## src/rtl/pin_irq_pkg.sv

```systemverilog
package pin_irq_pkg;
  localparam int unsigned PINS_DEF = 4;
  localparam int unsigned TAPS_DEF = 3;

  typedef enum logic {
    EDGE_RISE = 1'b0,
    EDGE_FALL = 1'b1
  } edge_pol_e;

  function automatic int unsigned sel_width(input int unsigned n);
    return (n > 1) ? $clog2(n) : 1;
  endfunction
endpackage

```

## src/rtl/pin_sync.sv

```systemverilog
module pin_sync #(
  parameter int unsigned W = 4
) (
  input  logic         clk,
  input  logic         rst,
  input  logic [W-1:0] d_i,
  output logic [W-1:0] q_o
);
  logic [W-1:0] meta_q;

  always_ff @(posedge clk) begin
    if (rst) begin
      meta_q <= '0;
      q_o    <= '0;
    end else begin
      meta_q <= d_i;
      q_o    <= meta_q;
    end
  end
endmodule

```

## src/rtl/pin_debounce.sv

```systemverilog
module pin_debounce (
  input  logic clk,
  input  logic rst,
  input  logic tick_i,
  input  logic lvl_i,
  output logic lvl_o
);
  logic last_smp_q;

  // A level is accepted when two successive tick samples agree.
  always_ff @(posedge clk) begin
    if (rst) begin
      last_smp_q <= 1'b0;
      lvl_o      <= 1'b0;
    end else if (tick_i) begin
      last_smp_q <= lvl_i;
      if (lvl_i == last_smp_q) lvl_o <= lvl_i;
    end
  end
endmodule

```

## src/rtl/pin_edge_flag.sv

```systemverilog
module pin_edge_flag
  import pin_irq_pkg::*;
(
  input  logic clk,
  input  logic rst,
  input  logic lvl_i,
  input  logic fall_i,
  input  logic en_i,
  input  logic clr_i,
  output logic flag_nxt_o,
  output logic flag_o
);
  edge_pol_e pol_sel;
  logic      adj;
  logic      adj_q;
  logic      hit;

  assign pol_sel = edge_pol_e'(fall_i);
  assign adj     = lvl_i ^ (pol_sel == EDGE_FALL);
  assign hit     = adj & ~adj_q & en_i;

  // A fresh edge outranks the clear strobe.
  assign flag_nxt_o = hit | (flag_o & ~clr_i);

  always_ff @(posedge clk) begin
    if (rst) begin
      adj_q  <= 1'b0;
      flag_o <= 1'b0;
    end else begin
      adj_q  <= adj;
      flag_o <= flag_nxt_o;
    end
  end
endmodule

```

## src/rtl/pin_irq_port.sv

```systemverilog
module pin_irq_port
  import pin_irq_pkg::*;
#(
  parameter int unsigned NPINS = PINS_DEF,
  parameter int unsigned NTAPS = TAPS_DEF,
  localparam int unsigned SELW = sel_width(NTAPS)
) (
  input  logic             clk,
  input  logic             rst,
  input  logic [NPINS-1:0] pin_i,
  input  logic [NTAPS-1:0] tick_i,
  input  logic [SELW-1:0]  tick_sel_i,
  input  logic [NPINS-1:0] deb_en_i,
  input  logic [NPINS-1:0] fall_sel_i,
  input  logic [NPINS-1:0] irq_en_i,
  input  logic [NPINS-1:0] clr_i,
  input  logic             sleep_i,
  input  logic [NPINS-1:0] wake_pat_i,
  output logic [NPINS-1:0] level_o,
  output logic [NPINS-1:0] flag_o,
  output logic             irq_o,
  output logic             wake_o
);
  logic [NPINS-1:0] sync_lvl;
  logic [NPINS-1:0] deb_lvl;
  logic [NPINS-1:0] flag_nxt;
  logic             tick;

  pin_sync #(.W(NPINS)) u_sync (
    .clk (clk),
    .rst (rst),
    .d_i (pin_i),
    .q_o (sync_lvl)
  );

  // Unused selector codes give no tick at all.
  always_comb begin
    tick = 1'b0;
    for (int t = 0; t < NTAPS; t++) begin
      if (tick_sel_i == SELW'(t)) tick = tick_i[t];
    end
  end

  for (genvar i = 0; i < NPINS; i++) begin : g_pin
    logic path_lvl;

    pin_debounce u_deb (
      .clk    (clk),
      .rst    (rst),
      .tick_i (tick),
      .lvl_i  (sync_lvl[i]),
      .lvl_o  (deb_lvl[i])
    );

    assign path_lvl = deb_en_i[i] ? deb_lvl[i] : sync_lvl[i];

    pin_edge_flag u_edge (
      .clk        (clk),
      .rst        (rst),
      .lvl_i      (path_lvl),
      .fall_i     (fall_sel_i[i]),
      .en_i       (irq_en_i[i]),
      .clr_i      (clr_i[i]),
      .flag_nxt_o (flag_nxt[i]),
      .flag_o     (flag_o[i])
    );
  end

  assign level_o = sync_lvl;

  always_ff @(posedge clk) begin
    if (rst) begin
      irq_o  <= 1'b0;
      wake_o <= 1'b0;
    end else begin
      irq_o  <= |flag_nxt;
      wake_o <= sleep_i & (sync_lvl == wake_pat_i);
    end
  end
endmodule

```

## config.mk

```make
export PLATFORM = sky130hd
export DESIGN_NAME = pin_irq_port
export DESIGN_NICKNAME = d
export VERILOG_FILES = /design/src/rtl/pin_irq_pkg.sv /design/src/rtl/pin_sync.sv /design/src/rtl/pin_debounce.sv /design/src/rtl/pin_edge_flag.sv /design/src/rtl/pin_irq_port.sv
export SDC_FILE = /design/constraint.sdc
export NUM_CORES = 1
export LEC_CHECK = 0
export BUFFER_PORTS_ARGS = -buffer_cell sky130_fd_sc_hd__buf_2
export CAP_MARGIN = 10
export CORE_MARGIN = 1.5
export CORE_UTILIZATION = 45
export CTS_CLUSTER_DIAMETER = 120
export DETAILED_ROUTE_END_ITERATION = 8
export GPL_ROUTABILITY_DRIVEN = 0
export PLACE_DENSITY = 0.75
export SLEW_MARGIN = 20
export SYNTH_ARGS = -nofsm -noshare
export SYNTH_HDL_FRONTEND = slang
export SYNTH_SLANG_ARGS = --single-unit
```

## constraint.sdc

```tcl
create_clock -name clk -period 3.9 [get_ports clk]
set_clock_uncertainty 0.2 [all_clocks]
set_input_delay 0.195 -clock clk [delete_from_list [all_inputs] [get_ports clk]]
set_output_delay 0.195 -clock clk [all_outputs]
set_load 0.01 [all_outputs]
```

==> impl_results.md <==
- Dominant register cell in the synthesized netlist: dfxtp_1
- Initial antenna violation count: 0
- Port bufs: 41
- Area post-placement: around 1200 um^2
- Max clock buf depth: 2
- First-pass GRT wire length: around 3.1 mm
- Sink Count: 26
- Status: finished, final reports clean
- GR Overflow Total: 0
- Clock latency on the worst-skew pair: 320 ps
- DP HPWL: between 1 and 1.5 mm
- Syn Area/Cell: approximately 9.4 um^2
- WHS Path Cells: 3
- Cell area power density: 348.9 nW/um^2
- Final nets: ~190
- CP max FO: 6
- Post-CTS Resized: 0
- Fraction of layout cells with a size suffix above 1: between 20% and 30%
- Via/cell ratio: 4.626
- CTS tree: yes
- Number of synthesized register bits: 26
- Hold wc startpoint: clr_i[0]
- Iteration-0 DRC count of the detailed router: 5
- R2R Setup Slk: approximately 2100 ps
- CTS Root Cell: clkbuf_4
- TritonRoute pass-1 iters: 3
- Final core occ: ~63%
- FP Rows: 17
- RR Startpoint: u_sync.q_o[1]$_SDFF_PP0_
- DRC violations left: 0
- Slew Limit Headroom: a little over two thirds
- Top layer used by detailed routing: met4
- M1 WL: ~830 um
- Routed wl met3: 96 um
- Largest net degree at the start of global routing: 27
- Crit end category: flip-flop
- Final hold vios: 0
- Final setup fails: 0
- Post-synthesis async set-or-reset flop share: 0%
- Post-synth EDFFs: 0
- Die height: 51.13 um
- Syn_nets: between 100 and 150
- Vias: 865
- Mapped Cells: about 110
- Number of diodes: 0
- CP Launch Type: flip-flop
- Crit Path Class: reg2reg
- Worst-Margin Slew: between 400 and 500 ps
- Synth warn: 0
- Total CTS buffers: 3
- Max Slew Vio Count: 0
- Post-Syn Area: around 1000 um^2
- VDD IR-drop max: about 230 uV
- Setup TNS Final: 0 ps
- Die Width: between 50 and 60 um
- Total track usage: roughly 16%
- Met2 routed WL: 989 um
- Layout area overhead: 32.53%
- Max cap viols: 0
- CP required: between 3000 and 4000 ps
- Wire per inst: about 10 um
- End of the worst hold path: g_pin[0].u_edge.flag_o$_SDFF_PP0_
- Fill cells: 181
- Min cycle time layout: ~1800 ps
- Wirelength, routed: just under 2 mm
- FMAX: 553.9 MHz
- Clock-pin slew on the worst setup and hold paths: 140 ps
- Die area: between 2000 and 3000 um^2
- Core region area: approximately 2200 um^2
- HP Class: in2reg
- I/O pin cnt: 42
- H-tree Lvls: 1
- Pre-CTS setup slack: 2445 ps
- RSZ-0062 raised after global routing: false
- Unique masters post-synth: 20
- Critical R2R Capture: wake_o$_SDFF_PP0_
- Final instance area: 1381 um^2
- Vias in the first global route: between 800 and 900
- Fin worst setup slack: ~2100 ps
- Worst r2r path cells: 4
- Final total power: ~480 uW
- Seq/Total Area, Yosys: 49.94%
- P_leak: between 0.0006 and 0.0007 uW
- Period utilization: 46.29%
- Post-DRT Antenna Nets: 0
- Starting Density: ~48%
- CP arrival: approximately 1900 ps
[area by class of cell]
cell class / instances / area, um^2 / share of cell area [%]
Clock buffer: 4 / 36.28 / 2.627
Inverter: 8 / 30.03 / 2.174
Multi-Input combinational cell: 67 / 424.2 / 30.71
Sequential cell: 26 / 520.5 / 37.68
Tap cell: 28 / 35.03 / 2.536
Timing Repair Buffer: 54 / 335.3 / 24.28
[cell usage after synthesis (3+ instances only)]
cell type / number / area (um^2)
dfxtp_1: 26 / 520.5
nand2_1: 12 / 45.04
buf_4: 8 / 60.06
inv_1: 8 / 30.03
nor2_1: 8 / 30.03
nor2b_1: 8 / 50.05
mux2i_1: 5 / 50.05
nand3_1: 5 / 25.02
xor2_1: 5 / 43.79
a21oi_1: 4 / 20.02
a31oi_1: 4 / 25.02
o21ai_0: 4 / 20.02
o32a_1: 4 / 40.04
xnor2_1: 3 / 26.28
[stage by stage]
stage | std cells | hold slack (ps)
3_5_place_dp | 170 | 207.6
5_1_grt | 187 | 23.91
2_1_floorplan | 111 | 66.61
3_3_place_gp | 170 | 202.1
4_1_cts | 186 | 7.716
6_report | 187 | 39.47
[layout by cell type, fill, tap and decap left out, drive strengths merged]
master | synthesis | routed
a21oi | 4 | 4
a31oi | 4 | 4
a41oi | 1 | 1
buf | 8 | 41
clkbuf | 2 | 4
dfxtp | 26 | 26
dlygate4sd3 | 0 | 13
inv | 8 | 8
mux2i | 5 | 5
nand2 | 12 | 12
nand3 | 5 | 5
nand3b | 1 | 1
nor2 | 8 | 8
nor2b | 8 | 8
nor4b | 1 | 1
o21a | 1 | 1
o21ai | 5 | 5
o32a | 4 | 4
xnor2 | 3 | 3
xor2 | 5 | 5
[kinds of logic (layout without fill, tap and decap cells)]
logic type	count (synthesis)	count (layout)	share of synthesized area, %
and+or+nand+nor	35	35	15.97
AOI/OAI and AO/OA	19	19	13.21
xor gates and xnor gates	8	8	6.723
muxes	5	5	4.802
DFF	26	26	49.94
buffers and inverters	18	66	9.364
[repair_timing]
item,in CTS,in global routing
buffers inserted,0,0
hold endpoints to repair,11,1
hold buffers,12,1
setup endpoints to repair,0,0
[critical path, stage by stage, from the launching register on]
cell and delay [ps]:
dfxtp_1 430, xnor2_1 170, nand3_1 110, nor4b_1 280, dlygate4sd3_1 590
[worst max-delay path by stage]
| stage | from | endpoint | slack, ps | cells past startpoint |
|---|---|---|---|---|
| final | u_sync.q_o[1]$_SDFF_PP0_ | wake_o$_SDFF_PP0_ | 2090 | 4 |
| after floorplan | u_sync.q_o[2]$_SDFF_PP0_ | irq_o$_SDFF_PP0_ | 2510 | 4 |
| after CTS | u_sync.q_o[1]$_SDFF_PP0_ | wake_o$_SDFF_PP0_ | 2150 | 4 |
| after detailed placement | u_sync.q_o[2]$_SDFF_PP0_ | irq_o$_SDFF_PP0_ | 2450 | 4 |
| after global routing | u_sync.q_o[1]$_SDFF_PP0_ | wake_o$_SDFF_PP0_ | 1990 | 4 |
| after global placement | u_sync.q_o[2]$_SDFF_PP0_ | irq_o$_SDFF_PP0_ | 2490 | 4 |
[sequential cells by signal, indices dropped and copies added, names as in the netlist]
| register | cells |
|---|---|
| g_pin.u_edge.adj_q | 4 |
| u_sync.q_o | 4 |
| g_pin.u_deb.last_smp_q | 4 |
| wake_o | 1 |
| u_sync.meta_q | 4 |
| g_pin.u_deb.lvl_o | 4 |
| irq_o | 1 |
| g_pin.u_edge.flag_o | 4 |
[layer usage]
layer	vias to the layer above	GRT usage [%]
li1	458	-
met1	376	16.36
met2	27	29.87
met3	4	2.632
met4	0	9.459
met5	-	0
[power by group]
part | internal [uW] | switching (uW)
clock network | 57.0 | 74.3
logic | 37.7 | 30.3
registers | 277 | 5.53
total | 372 | 110
Note: power is estimated with default switching activity, not from simulation.
